==> config.mk <==
export PLATFORM = sky130hd
export DESIGN_NAME = ser_tx_core
export DESIGN_NICKNAME = d
export VERILOG_FILES = /design/src/rtl/ser_tx_pkg.sv /design/src/rtl/ser_tx_hold.sv /design/src/rtl/ser_tx_shift.sv /design/src/rtl/ser_tx_core.sv
export SDC_FILE = /design/constraint.sdc
export NUM_CORES = 1
export LEC_CHECK = 0
export CAP_MARGIN = 20
export CORE_MARGIN = 10
export CORE_UTILIZATION = 49
export CTS_CLUSTER_DIAMETER = 200
export DETAILED_ROUTE_END_ITERATION = 16
export PLACE_DENSITY = 0.77
export SKIP_CTS_REPAIR_TIMING = 1
export SLEW_MARGIN = 40
export SYNTH_ARGS = -nofsm -noshare
export SYNTH_HDL_FRONTEND = slang
export SYNTH_SLANG_ARGS = --single-unit
==> constraint.sdc <==
create_clock -name clk -period 1.71 [get_ports clk]
set_clock_uncertainty 0.1 [all_clocks]
set_input_delay 0.342 -clock clk [delete_from_list [all_inputs] [get_ports clk]]
set_output_delay 0.342 -clock clk [all_outputs]
set_load 0.01 [all_outputs]
==> src/rtl/ser_tx_pkg.sv <==
package ser_tx_pkg;
  localparam int DATA_W  = 8;
  localparam int FRAME_W = DATA_W + 4;
  localparam int LEN_W   = $clog2(FRAME_W + 1);
  localparam int MODE_LSB = 4;

  typedef struct packed {
    logic sync;
    logic short_char;
    logic par_en;
    logic par_odd;
  } mode_t;

  typedef struct packed {
    logic [FRAME_W-1:0] bits;
    logic [LEN_W-1:0]   len;
  } frame_t;

  function automatic int char_bits(input mode_t m);
    return (m.short_char && !m.sync) ? DATA_W - 1 : DATA_W;
  endfunction

  function automatic logic parity_of(input mode_t m, input logic [DATA_W-1:0] d);
    logic p;
    p = 1'b0;
    for (int i = 0; i < DATA_W; i++)
      if (i < char_bits(m)) p = p ^ d[i];
    return p ^ m.par_odd;
  endfunction

  function automatic frame_t frame_build(input mode_t m, input logic [DATA_W-1:0] d);
    frame_t fb;
    int     n;
    int     pos;
    fb.bits = '1;
    if (m.sync) begin
      fb.bits[DATA_W-1:0] = d;
      fb.len = LEN_W'(DATA_W);
    end else begin
      n = char_bits(m);
      fb.bits[0] = 1'b0;
      for (int i = 0; i < DATA_W; i++)
        if (i < n) fb.bits[i+1] = d[i];
      pos = n + 1;
      if (m.par_en) begin
        fb.bits[pos] = parity_of(m, d);
        pos = pos + 1;
      end
      fb.bits[pos] = 1'b1;
      fb.len = LEN_W'(pos + 1);
    end
    return fb;
  endfunction
endpackage

==> src/rtl/ser_tx_hold.sv <==
module ser_tx_hold
  import ser_tx_pkg::*;
(
  input  logic              clk,
  input  logic              rst_n,
  input  logic              wr_en,
  input  logic              wr_sel,
  input  logic [DATA_W-1:0] wr_data,
  input  logic              take,
  output logic [DATA_W-1:0] hold_q,
  output logic              hold_empty,
  output mode_t             mode_q,
  output logic              data_wr_evt
);
  logic mode_wr_evt;

  assign data_wr_evt = wr_en && !wr_sel;
  assign mode_wr_evt = wr_en && wr_sel;

  always_ff @(posedge clk or negedge rst_n) begin
    if (!rst_n) begin
      hold_q     <= '1;
      hold_empty <= 1'b1;
    end else if (data_wr_evt) begin
      hold_q     <= wr_data;
      hold_empty <= 1'b0;
    end else if (take) begin
      hold_empty <= 1'b1;
    end
  end

  always_ff @(posedge clk or negedge rst_n) begin
    if (!rst_n) mode_q <= '0;
    else if (mode_wr_evt) mode_q <= mode_t'(wr_data[DATA_W-1:MODE_LSB]);
  end
endmodule

==> src/rtl/ser_tx_shift.sv <==
module ser_tx_shift
  import ser_tx_pkg::*;
(
  input  logic              clk,
  input  logic              rst_n,
  input  logic              bit_tick,
  input  logic              hold_full,
  input  logic [DATA_W-1:0] hold_data,
  input  mode_t             mode,
  output logic              load_evt,
  output logic              frame_end_evt,
  output logic              busy,
  output logic              sync_active,
  output logic              txd,
  output logic              sclk,
  output logic              tx_end
);
  logic [FRAME_W-1:0] frame_q;
  logic [LEN_W-1:0]   left_q;
  logic               sync_q;
  logic               phase_q;
  logic               adv;
  logic               half;
  frame_t             next_frame;

  assign next_frame    = frame_build(mode, hold_data);
  assign adv           = bit_tick && busy && (!sync_q || phase_q);
  assign half          = bit_tick && busy && sync_q && !phase_q;
  assign frame_end_evt = adv && (left_q == LEN_W'(1));
  assign load_evt      = bit_tick && hold_full && (!busy || frame_end_evt);
  assign sync_active   = busy && sync_q;
  assign txd           = busy ? frame_q[0] : 1'b1;
  assign sclk          = !(sync_active && !phase_q);

  always_ff @(posedge clk or negedge rst_n) begin
    if (!rst_n) begin
      busy    <= 1'b0;
      frame_q <= '1;
      left_q  <= '0;
      sync_q  <= 1'b0;
      phase_q <= 1'b0;
      tx_end  <= 1'b1;
    end else if (load_evt) begin
      frame_q <= next_frame.bits;
      left_q  <= next_frame.len;
      busy    <= 1'b1;
      sync_q  <= mode.sync;
      phase_q <= 1'b0;
      tx_end  <= 1'b0;
    end else if (frame_end_evt) begin
      busy    <= 1'b0;
      phase_q <= 1'b0;
      tx_end  <= 1'b1;
    end else if (adv) begin
      frame_q <= {1'b1, frame_q[FRAME_W-1:1]};
      left_q  <= left_q - LEN_W'(1);
      phase_q <= 1'b0;
    end else if (half) begin
      phase_q <= 1'b1;
    end
  end
endmodule

==> src/rtl/ser_tx_core.sv <==
module ser_tx_core
  import ser_tx_pkg::*;
(
  input  logic       clk,
  input  logic       rst_n,
  input  logic       wr_en,
  input  logic       wr_sel,
  input  logic [7:0] wr_data,
  input  logic       bit_tick,
  output logic       txd_o,
  output logic       sclk_o,
  output logic [7:0] hold_byte_o,
  output logic       hold_empty_o,
  output logic       tx_end_o
);
  logic              load_w;
  logic              frame_end_w;
  logic              busy_w;
  logic              sync_active_w;
  logic              data_wr_w;
  logic              hold_empty_w;
  logic [DATA_W-1:0] hold_w;
  mode_t             mode_w;

  ser_tx_hold u_hold (
    .clk         (clk),
    .rst_n       (rst_n),
    .wr_en       (wr_en),
    .wr_sel      (wr_sel),
    .wr_data     (wr_data),
    .take        (load_w),
    .hold_q      (hold_w),
    .hold_empty  (hold_empty_w),
    .mode_q      (mode_w),
    .data_wr_evt (data_wr_w)
  );

  ser_tx_shift u_shift (
    .clk           (clk),
    .rst_n         (rst_n),
    .bit_tick      (bit_tick),
    .hold_full     (!hold_empty_w),
    .hold_data     (hold_w),
    .mode          (mode_w),
    .load_evt      (load_w),
    .frame_end_evt (frame_end_w),
    .busy          (busy_w),
    .sync_active   (sync_active_w),
    .txd           (txd_o),
    .sclk          (sclk_o),
    .tx_end        (tx_end_o)
  );

  assign hold_byte_o  = hold_w;
  assign hold_empty_o = hold_empty_w;
endmodule

==> results.sh <==
export IMPL_status="finished, violations left"
export IMPL_violations="setup timing"
export IMPL_dp_final_hpwl_um=2704
export IMPL_grt_overflow=0
export IMPL_p_sw_mw=1.259
export IMPL_maxSlewViolCount=0
export IMPL_cp_slowest_cell="dfrtp_1"
export IMPL_rows=21
export IMPL_htreeDepth=2
export IMPL_fp_dieH_um=79.96
export IMPL_finalCritPeriodShare=1.071
export IMPL_vdd_drop_max_mv=0.7063
export IMPL_syn_to_final_growth_pct=41.05
export IMPL_startpoint_type="register"
export IMPL_rr_worst_depth=7
export IMPL_coreArea_sq_mm=0.003416
export IMPL_clockPowerShare=0.119
export IMPL_grt_pass1_vias=1381
export IMPL_grt_max_degree=32
export IMPL_grt_util_all_layers=0.1282
export IMPL_fin_util=0.7275
export IMPL_synth_flop_cell="dfstp_2"
export IMPL_synthesis_nets=171
export IMPL_syn_area_per_cell_sq_um=11.44
export IMPL_layout_common_cells="dfstp_2 (20), buf_4 (17), mux2_2 (14), clkdlybuf4s50_1 (12)"
export IMPL_wl_per_cell_um=17.06
export IMPL_initial_utilization=0.5158
export IMPL_dr_first_iter_drc_count=47
export IMPL_hold_class="in2async"
export IMPL_power_density_mw_per_mm2=1420
export IMPL_required_ns=1.90
export IMPL_comb_power_share=0.523
export IMPL_path_clk_slew_ns=0.10
export IMPL_leakagePower_nw=1.138
export IMPL_critical_path_max_stage_delay_ns=0.43
export IMPL_finalHoldViolations=0
export IMPL_drc=0
export IMPL_vias=1334
export IMPL_cp_max_fo=5
export IMPL_cp_end_kind="register"
export IMPL_grt_pass1_wl_um=6396
export IMPL_multi_input_area_sq_mm=0.001006
export IMPL_synth_top_family_by_area="multiplexers"
export IMPL_io_pin_count=25
export IMPL_regArea_sq_um=800.8
export IMPL_worst_pin_slew_ns=0.3147
export IMPL_clockRootBuffer="clkbuf_4"
export IMPL_fill_cells=232
export IMPL_synthDistinctLibCells=42
export IMPL_rsz0062_at_grt="true"
export IMPL_seq_area_frac_synth=0.4545
export IMPL_crit_chain="ha_4 -> nor3b_4 -> nor3_4 -> clkbuf_16 -> mux2_4 -> nor2_4 -> a21oi_2"
export IMPL_avgViaCountPerCell=5.357
export IMPL_fin_tns_setup_ns=-1.137
export IMPL_arrival_ns=2.02
export IMPL_ant_nets=0
export IMPL_synth_async_reset_ratio=1.000
export IMPL_fp_dieW_um=79.96
export IMPL_cts_buffers=5
export IMPL_drive_above_1_share=0.4877
export IMPL_setup_ws_ns=-0.1206
export IMPL_cts_sinks=31
export IMPL_gp_congestion=0.8121
export IMPL_port_buffers=24
export IMPL_synth_compound_area_share=0.1016
export IMPL_drtPass1Iterations=4
export IMPL_syn_inst=154
export IMPL_internal_power_mw=2.270
export IMPL_finalNetCount=219
export IMPL_layout_commonest_cell="dfstp_2"
export IMPL_rrSetupSlack_ns=-0.12
export IMPL_swShare=0.3568
export IMPL_yosys_area_share_simple=0.1335
export IMPL_syn_area_sq_mm=0.001762
export IMPL_wl_um=4247
export IMPL_max_cap_viol_count=0
export IMPL_antenna_found_initial=0
export IMPL_fin_crit_ns=1.831
export IMPL_yosys_area_share_xor_xnor=0.04901
export IMPL_fmaxAchievable_ghz=0.5463
export IMPL_setup_viol=15
export IMPL_ys_ff_latch=31
export IMPL_crit_type="reg2reg"
export IMPL_clk_path_buf_depth=2
export IMPL_dieArea_sq_mm=0.006394
export IMPL_insertion_delay_ns=0.35
export IMPL_p_seq_frac=0.359
export IMPL_cts_tree="done"
export IMPL_synthMuxAreaShare=0.1903
export IMPL_antenna_cells=0
export IMPL_synth_fa_ha_area_frac=0.02841
export IMPL_synth_yosys_warnings=0
export IMPL_synth_edf_count=0
export IMPL_slew_headroom=0.7902
[flip-flops by register name (all words and copies together) (netlist names)]
signal,flops
u_shift.tx_end,1
u_shift.busy,1
u_shift.phase_q,1
u_hold.hold_q,8
u_hold.hold_empty,1
u_shift.sync_q,1
u_shift.frame_q,10
u_shift.left_q,4
u_hold.mode_q,4
[metal layers]
metal,vias to the layer above,global-route usage,part of all wire
met5,-,0,0
met4,0,0.05810,0.025
met3,7,0.05518,0.047
met2,28,0.2191,0.53
met1,656,0.1326,0.40
li1,643,-,-
[per-stage QoR]
stage	cells	total power [mW]	cell area (sq um)	setup WS, ns	hold WS, ns
floorplan	154	2.181	1775	-0.07020	-0.05359
global placement	231	2.603	2163	-0.3271	0.4038
detailed placement	231	2.675	2163	-0.3967	0.4152
CTS	239	3.102	2213	-0.3102	0.2501
global route	249	3.736	2485	-0.1892	0.2551
finish	249	3.529	2485	-0.1206	0.2451
[path summary, 6_finish.rpt]
kind,start,endpoint
min reg2reg,u_shift.tx_end$_DFFE_PN1P_,u_shift.tx_end$_DFFE_PN1P_
max in group asynchronous,rst_n,u_hold.hold_empty$_DFFE_PN1P_
max reg2reg,u_shift.left_q[0]$_DFFE_PN0P_,u_shift.frame_q[3]$_DFFE_PN1P_
min in group clk,u_shift.tx_end$_DFFE_PN1P_,u_shift.tx_end$_DFFE_PN1P_
max,u_shift.left_q[0]$_DFFE_PN0P_,u_shift.frame_q[3]$_DFFE_PN1P_
min,rst_n,u_shift.left_q[3]$_DFFE_PN0P_
[synth_stat cells (all sizes together) (2+ instances only)]
cell | number | area share
a21oi | 10 | 0.028
buf | 6 | 0.028
clkbuf | 2 | 0.0043
dfrtp | 11 | 0.16
dfstp | 20 | 0.30
ha | 4 | 0.028
inv | 5 | 0.011
mux2 | 20 | 0.13
mux2i | 11 | 0.063
nand2 | 8 | 0.018
nand2b | 4 | 0.018
nand3 | 2 | 0.0057
nor2 | 13 | 0.028
nor2b | 3 | 0.015
nor3 | 3 | 0.015
o21ai | 6 | 0.017
xnor2 | 8 | 0.044
[worst max-delay path: cells and delay by family (launching register included)]
| family | cells | cell delay, ns |
|---|---|---|
| flops | 1 | 0.43 |
| mux | 1 | 0.31 |
| compound gates | 1 | 0.04 |
| fa+ha+maj | 1 | 0.19 |
| simple gates | 3 | 0.50 |
| buf+inv | 1 | 0.21 |
[cells by family after synthesis]
kind of cell	Yosys count
xor+xnor	9
mux	31
buf+inv	13
fa+ha+maj	4
simple gates	40
compound gates	26
flops	31
[power by group through the flow]
stage / combinational, mW / sequential, mW / clock [mW]
floorplan: 0.941 / 1.24 / 0
global placement: 1.37 / 1.24 / 0
detailed placement: 1.42 / 1.26 / 0
CTS: 1.43 / 1.25 / 0.430
global route: 1.98 / 1.30 / 0.459
finish: 1.84 / 1.27 / 0.419
[layout make-up]
class / count / share of cell area
clock buffer: 7 / 0.01813
clock inverter: 1 / 0.002014
sequential: 31 / 0.3223
multi-input combinational: 110 / 0.4048
inverter: 5 / 0.007553
timing repair buffer: 49 / 0.2221
tap: 46 / 0.02316
(Power assumes the default switching activity.)
